[src/rtl/prbs_gen.sv]
module prbs_gen #(
  parameter int WIDTH = 8
) (
  input  logic             clk,
  input  logic             rst_n,
  input  logic [3:0]       poly_sel,
  input  logic             test_en,
  input  logic             pat_clk_en,
  input  logic             true_pol,
  output logic             valid,
  output logic [WIDTH-1:0] data
);
  localparam int SW = 31;
  localparam int RW = WIDTH + SW;

  logic [SW-1:0] lfsr;
  logic [3:0]    sel_q;
  logic          legal, run, reseed;
  logic [RW-1:0] nxt;

  function automatic logic [RW-1:0] advance(input logic [SW-1:0] s, input logic [3:0] sel);
    int n, t;
    logic fb;
    logic [SW-1:0] st, mask;
    logic [WIDTH-1:0] w;
    case (sel)
      4'b0001: begin n = 7;  t = 6;  end
      4'b0010: begin n = 9;  t = 5;  end
      4'b0100: begin n = 23; t = 18; end
      default: begin n = 31; t = 28; end
    endcase
    mask = {SW{1'b1}} >> (SW - n);
    st = s & mask;
    w = '0;
    for (int i = 0; i < WIDTH; i++) begin
      fb = st[n-1] ^ st[t-1];
      w[WIDTH-1-i] = fb;
      st = {st[SW-2:0], fb} & mask;
    end
    return {w, st};
  endfunction

  assign legal  = $onehot(poly_sel);
  assign reseed = poly_sel != sel_q;
  assign run    = test_en && pat_clk_en && legal && !reseed;
  assign nxt    = advance(lfsr, poly_sel);

  always_ff @(posedge clk) begin
    if (!rst_n) begin
      lfsr  <= '1;
      sel_q <= '0;
      valid <= 1'b0;
      data  <= '0;
    end else begin
      sel_q <= poly_sel;
      valid <= run;
      data  <= run ? (nxt[RW-1:SW] ^ {WIDTH{~true_pol}}) : '0;
      if (reseed)   lfsr <= '1;
      else if (run) lfsr <= nxt[SW-1:0];
    end
  end

  a_r5_illegal_idle: assert property (@(posedge clk) disable iff (!rst_n)
    !$onehot(poly_sel) |=> (!valid && data == '0));
  a_r4_gated_idle: assert property (@(posedge clk) disable iff (!rst_n)
    !(test_en && pat_clk_en) |=> (!valid && data == '0));
  a_r6_reseed_gap: assert property (@(posedge clk) disable iff (!rst_n)
    (poly_sel != sel_q) |=> (!valid && lfsr == {SW{1'b1}}));
  a_r7_immediate: assert property (@(posedge clk) disable iff (!rst_n)
    (test_en && pat_clk_en && $onehot(poly_sel) && poly_sel == sel_q) |=> valid);
  a_r4_hold_state: assert property (@(posedge clk) disable iff (!rst_n)
    (!(test_en && pat_clk_en) && poly_sel == sel_q) |=> $stable(lfsr));
  a_r1_no_lockup: assert property (@(posedge clk) disable iff (!rst_n)
    lfsr != '0);
endmodule

[config.mk]
export PLATFORM = sky130hd
export DESIGN_NAME = prbs_gen
export DESIGN_NICKNAME = d
export VERILOG_FILES = /design/src/rtl/prbs_gen.sv
export SDC_FILE = /design/constraint.sdc
export NUM_CORES = 1
export LEC_CHECK = 0
export BUFFER_PORTS_ARGS = -buffer_cell sky130_fd_sc_hd__buf_2
export CORE_MARGIN = 5
export CORE_UTILIZATION = 40
export CTS_BUF_LIST = sky130_fd_sc_hd__clkbuf_4
export DETAILED_ROUTE_END_ITERATION = 6
export PLACE_DENSITY = 0.54
export REMOVE_ABC_BUFFERS = 1
export SETUP_SLACK_MARGIN = 0.02
export SKIP_LAST_GASP = 1
export SYNTH_ARGS = -nofsm -noshare
export SYNTH_HDL_FRONTEND = slang
export SYNTH_SLANG_ARGS = --single-unit
[constraint.sdc]
create_clock -name clk -period 6.9 [get_ports clk]
set_input_delay 0.69 -clock clk [delete_from_list [all_inputs] [get_ports clk]]
set_output_delay 0.69 -clock clk [all_outputs]
set_load 0.03 [all_outputs]
==> summary.md <==
| Metric | Value |
|---|---|
| Status | `completed` |
| Count of distinct cell types in the synthesized netlist | `just over 70` |
| Number of enable-type register cells in the synthesized netlist | `0` |
| Capture point of the worst path | `lfsr[0]` |
| CP endpoint kind | `register` |
| Final antenna-violating net count | `0` |
| Achievable Freq | `between 0.15 and 0.2 GHz` |
| Clk Tree Root Cell | `clkbuf_4` |
| Maximum capacitance violations | `0` |
| Hold buffers post-CTS | `0` |
| Drt first-iter violations | `470` |
| Maximum level of the CTS H-tree | `2` |
| Total congestion overflow | `0` |
| CTS tree | `yes` |
| Library cell with the largest summed area after synthesis | `dfxtp_1` |
| Post-CTS Setup Bufs | `0` |
| Count of mapped cells out of synthesis | `~480` |
| Share of the core filled with cells | `~45%` |
| Combined global-route utilization of all metal layers | `between 20 and 25%` |
| Mean Syn Cell Area | `7.557 um^2` |
| Area of the mapped netlist | `3612 um^2` |
| Share of synthesized registers carrying an async set or reset | `0%` |
| Worst-skew pair later-pin latency | `0.38 ns` |
| Total power divided by cell area | `167.4 nW/um^2` |
| Signal arrival time at the worst endpoint | `between 6 and 7 ns` |
| VDD IR max | `roughly 0.000077 V` |
| Largest net degree at the start of global routing | `36` |
| Vertical die dimension | `between 100 and 150 um` |
| Static leakage power | `1.537 nW` |
| Initial antenna violation count | `0` |
| Final number of hold-violating endpoints | `0` |
| Setup slack after layout | `between 0.6 and 0.7 ns` |
| R2r endpoint | `lfsr[0]` |
| CTS Buf Count | `5` |
| Max Transition Viols Final | `0` |
| Vias in the first global route | `between 3000 and 4000` |
| Minimum setup slack among reg-to-reg paths | `1.95 ns` |
| Via Count | `just under 4000` |
| Sum of internal, switching and leakage power | `658.5 uW` |
| Maximum fanout encountered on the critical timing path | `10` |
| Die footprint | `11030 um^2` |
| Area of all placed cells without fillers | `slightly below 4000 um^2` |
| Placed Instance Area | `3850 um^2` |
| WL/cell | `20.24 um` |
| Transition time at the pin with the least slew margin | `roughly 0.83 ns` |
| Area overhead of the layout relative to synthesis | `8.902%` |
| Post-synth top area share | `about a quarter` |
| Initial core utilization | `between 40% and 50%` |
| Critical Path Start Type | `primary input` |
| Worst Skew | `between 0.015 and 0.02 ns` |
| DRC violations left | `0` |
| Path depth of the worst reg2reg path | `16` |
| Crit share post-route | `roughly nine tenths` |
| Register bit total from synthesis | `44` |
| Min Hold Slack | `0.5368 ns` |
| Clock sink count | `44` |
| Die X | `105.0 um` |
| Post-CTS clock slew at the launch and capture registers of the worst setup and hold paths | `0.16 ns` |
| Fin crit period | `6.217 ns` |
| Wire length of the first global-routing pass | `slightly below 20 mm` |
| Beginning of the critical path | `poly_sel[0]` |
| Placer congestion estimate | `between 0.9 and 1` |
| Startpoint of the worst register-to-register path | `lfsr[5]` |
| Top library cells by usage in the layout, fill and taps aside | `nand2_1 (54), nor2_1 (50), dfxtp_1 (44), a21oi_1 (35), o21ai_0 (24)` |
| Final setup violating endpoints | `0` |
| Type of the worst setup path | `primary input to register` |
| # nets final | `a little over 500` |
| Required arrival time at the worst endpoint | `between 7 and 8 ns` |
| Worst relative slew slack | `approximately 44%` |
| Final routed wirelength across all metal layers | `12.13 mm` |
| Fraction of final layout cells sized beyond drive strength 1 | `approximately 14%` |
| IO Pins | `18` |
| Clock tree buffer depth | `2` |
| Total Negative Setup Slacks | `0 ns` |
| Number of cells in the design after placement | `591` |
| DP HPWL | `around 9 mm` |
| Pre-antenna DRT Iters | `6` |
| Top cells by area in the synthesized netlist | `dfxtp_1 (24%), a221o_1 (5.8%), nand2_1 (5.6%)` |
| Area of the placeable core | `8763 um^2` |
| YS warnings | `0` |
| Primary flip-flop cell chosen by synthesis mapping | `dfxtp_1` |
| Setup repair after global routing missed its margin | `false` |
| Worst setup slack after placement | `between 0.4 and 0.5 ns` |
| Classification of the worst-slack hold path | `register to register` |
| Quantity of I/O buffers inserted on ports | `17` |
| Sequential fraction of the synthesis area | `24.39%` |
| DR vias/cell | `6.484` |
| Resize count post-CTS | `0` |
| Number of inserted diodes | `0` |
| Num rows | `34` |
| Most common cell after layout, fill and taps aside | `nand2_1` |
| Final cell count without fillers | `between 500 and 600` |
-- cells by family (layout without fill, tap and decap cells) --
kind of cell / count (synthesis) / count (layout) / synth area share [%]
simple gates: 181 / 181 / 23.83
compound gates: 159 / 159 / 32.49
buf+inv: 45 / 58 / 4.918
flops: 44 / 44 / 24.39
mux: 26 / 26 / 7.759
xor+xnor: 15 / 15 / 3.637
fa+ha+maj: 8 / 8 / 2.979
-- critical path, stage by stage --
cell,delay (ns)
buf_2,0.12
inv_1,0.12
ha_1,0.26
mux2i_1,0.11
or2_2,0.33
ha_1,0.21
inv_1,0.05
ha_1,0.31
mux2_2,0.38
a22oi_1,0.17
o221ai_1,0.14
o311ai_2,0.10
xor2_1,0.21
buf_4,0.23
mux2i_1,0.45
a211oi_2,0.18
a2111oi_0,0.65
nor2_1,0.18
o211ai_1,0.26
o2111ai_1,0.19
a21o_1,0.23
a211oi_1,0.33
o22a_1,0.24
a21oi_1,0.07
a211o_1,0.27
-- where the power goes --
group | internal [mW] | switching, mW | leakage, nW
combinational | 0.0828 | 0.141 | 1.14
sequential | 0.256 | 0.00180 | 0.357
clock | 0.0776 | 0.0992 | 0.0418
-- worst min path at each step --
stage                 from  cells past startpoint  slack, ns        to
2_1_floorplan      lfsr[9]                      2       0.46   lfsr[9]
3_3_place_gp      lfsr[30]                      1       0.51  lfsr[30]
3_5_place_dp      lfsr[30]                      1       0.49  lfsr[30]
4_1_cts           lfsr[30]                      1       0.54  lfsr[30]
5_1_grt        poly_sel[1]                      2       0.56  sel_q[1]
6_report          lfsr[30]                      1       0.54  lfsr[30]
-- sequential cells by signal (all words and copies together) (netlist names) --
signal,flops
valid,1
lfsr,31
sel_q,4
data,8
-- Yosys cell counts, drive strengths merged, types with 8 or more instances --
cell    count
dfxtp      44
nor3       12
a211oi     12
nor2       50
o211ai      8
and2        9
inv        12
o21ai      24
nand2      54
nand3      22
xor2        8
a21oi      36
a221o      21
mux2i      19
clkbuf     26
-- layout make-up --
cell class / count / area (um^2)
Clock inverter: 3 / 46.29
Inverter: 14 / 52.55
Tap cell: 108 / 135.1
Sequential cell: 44 / 880.8
Clock buffer: 5 / 37.54
Multi-Input combinational cell: 389 / 2554
Timing Repair Buffer: 36 / 227.7
Fill cell: 896 / 4830
-- metal layers --
layer  share of wire [%]  track usage, %  vias up
li1                    -               -     1828
met1                  45           30.31     1815
met2                  43           31.88      201
met3                 8.7           4.747       40
met4                 3.3           7.489        0
met5                   0               0        -
(Power assumes the default switching activity.)
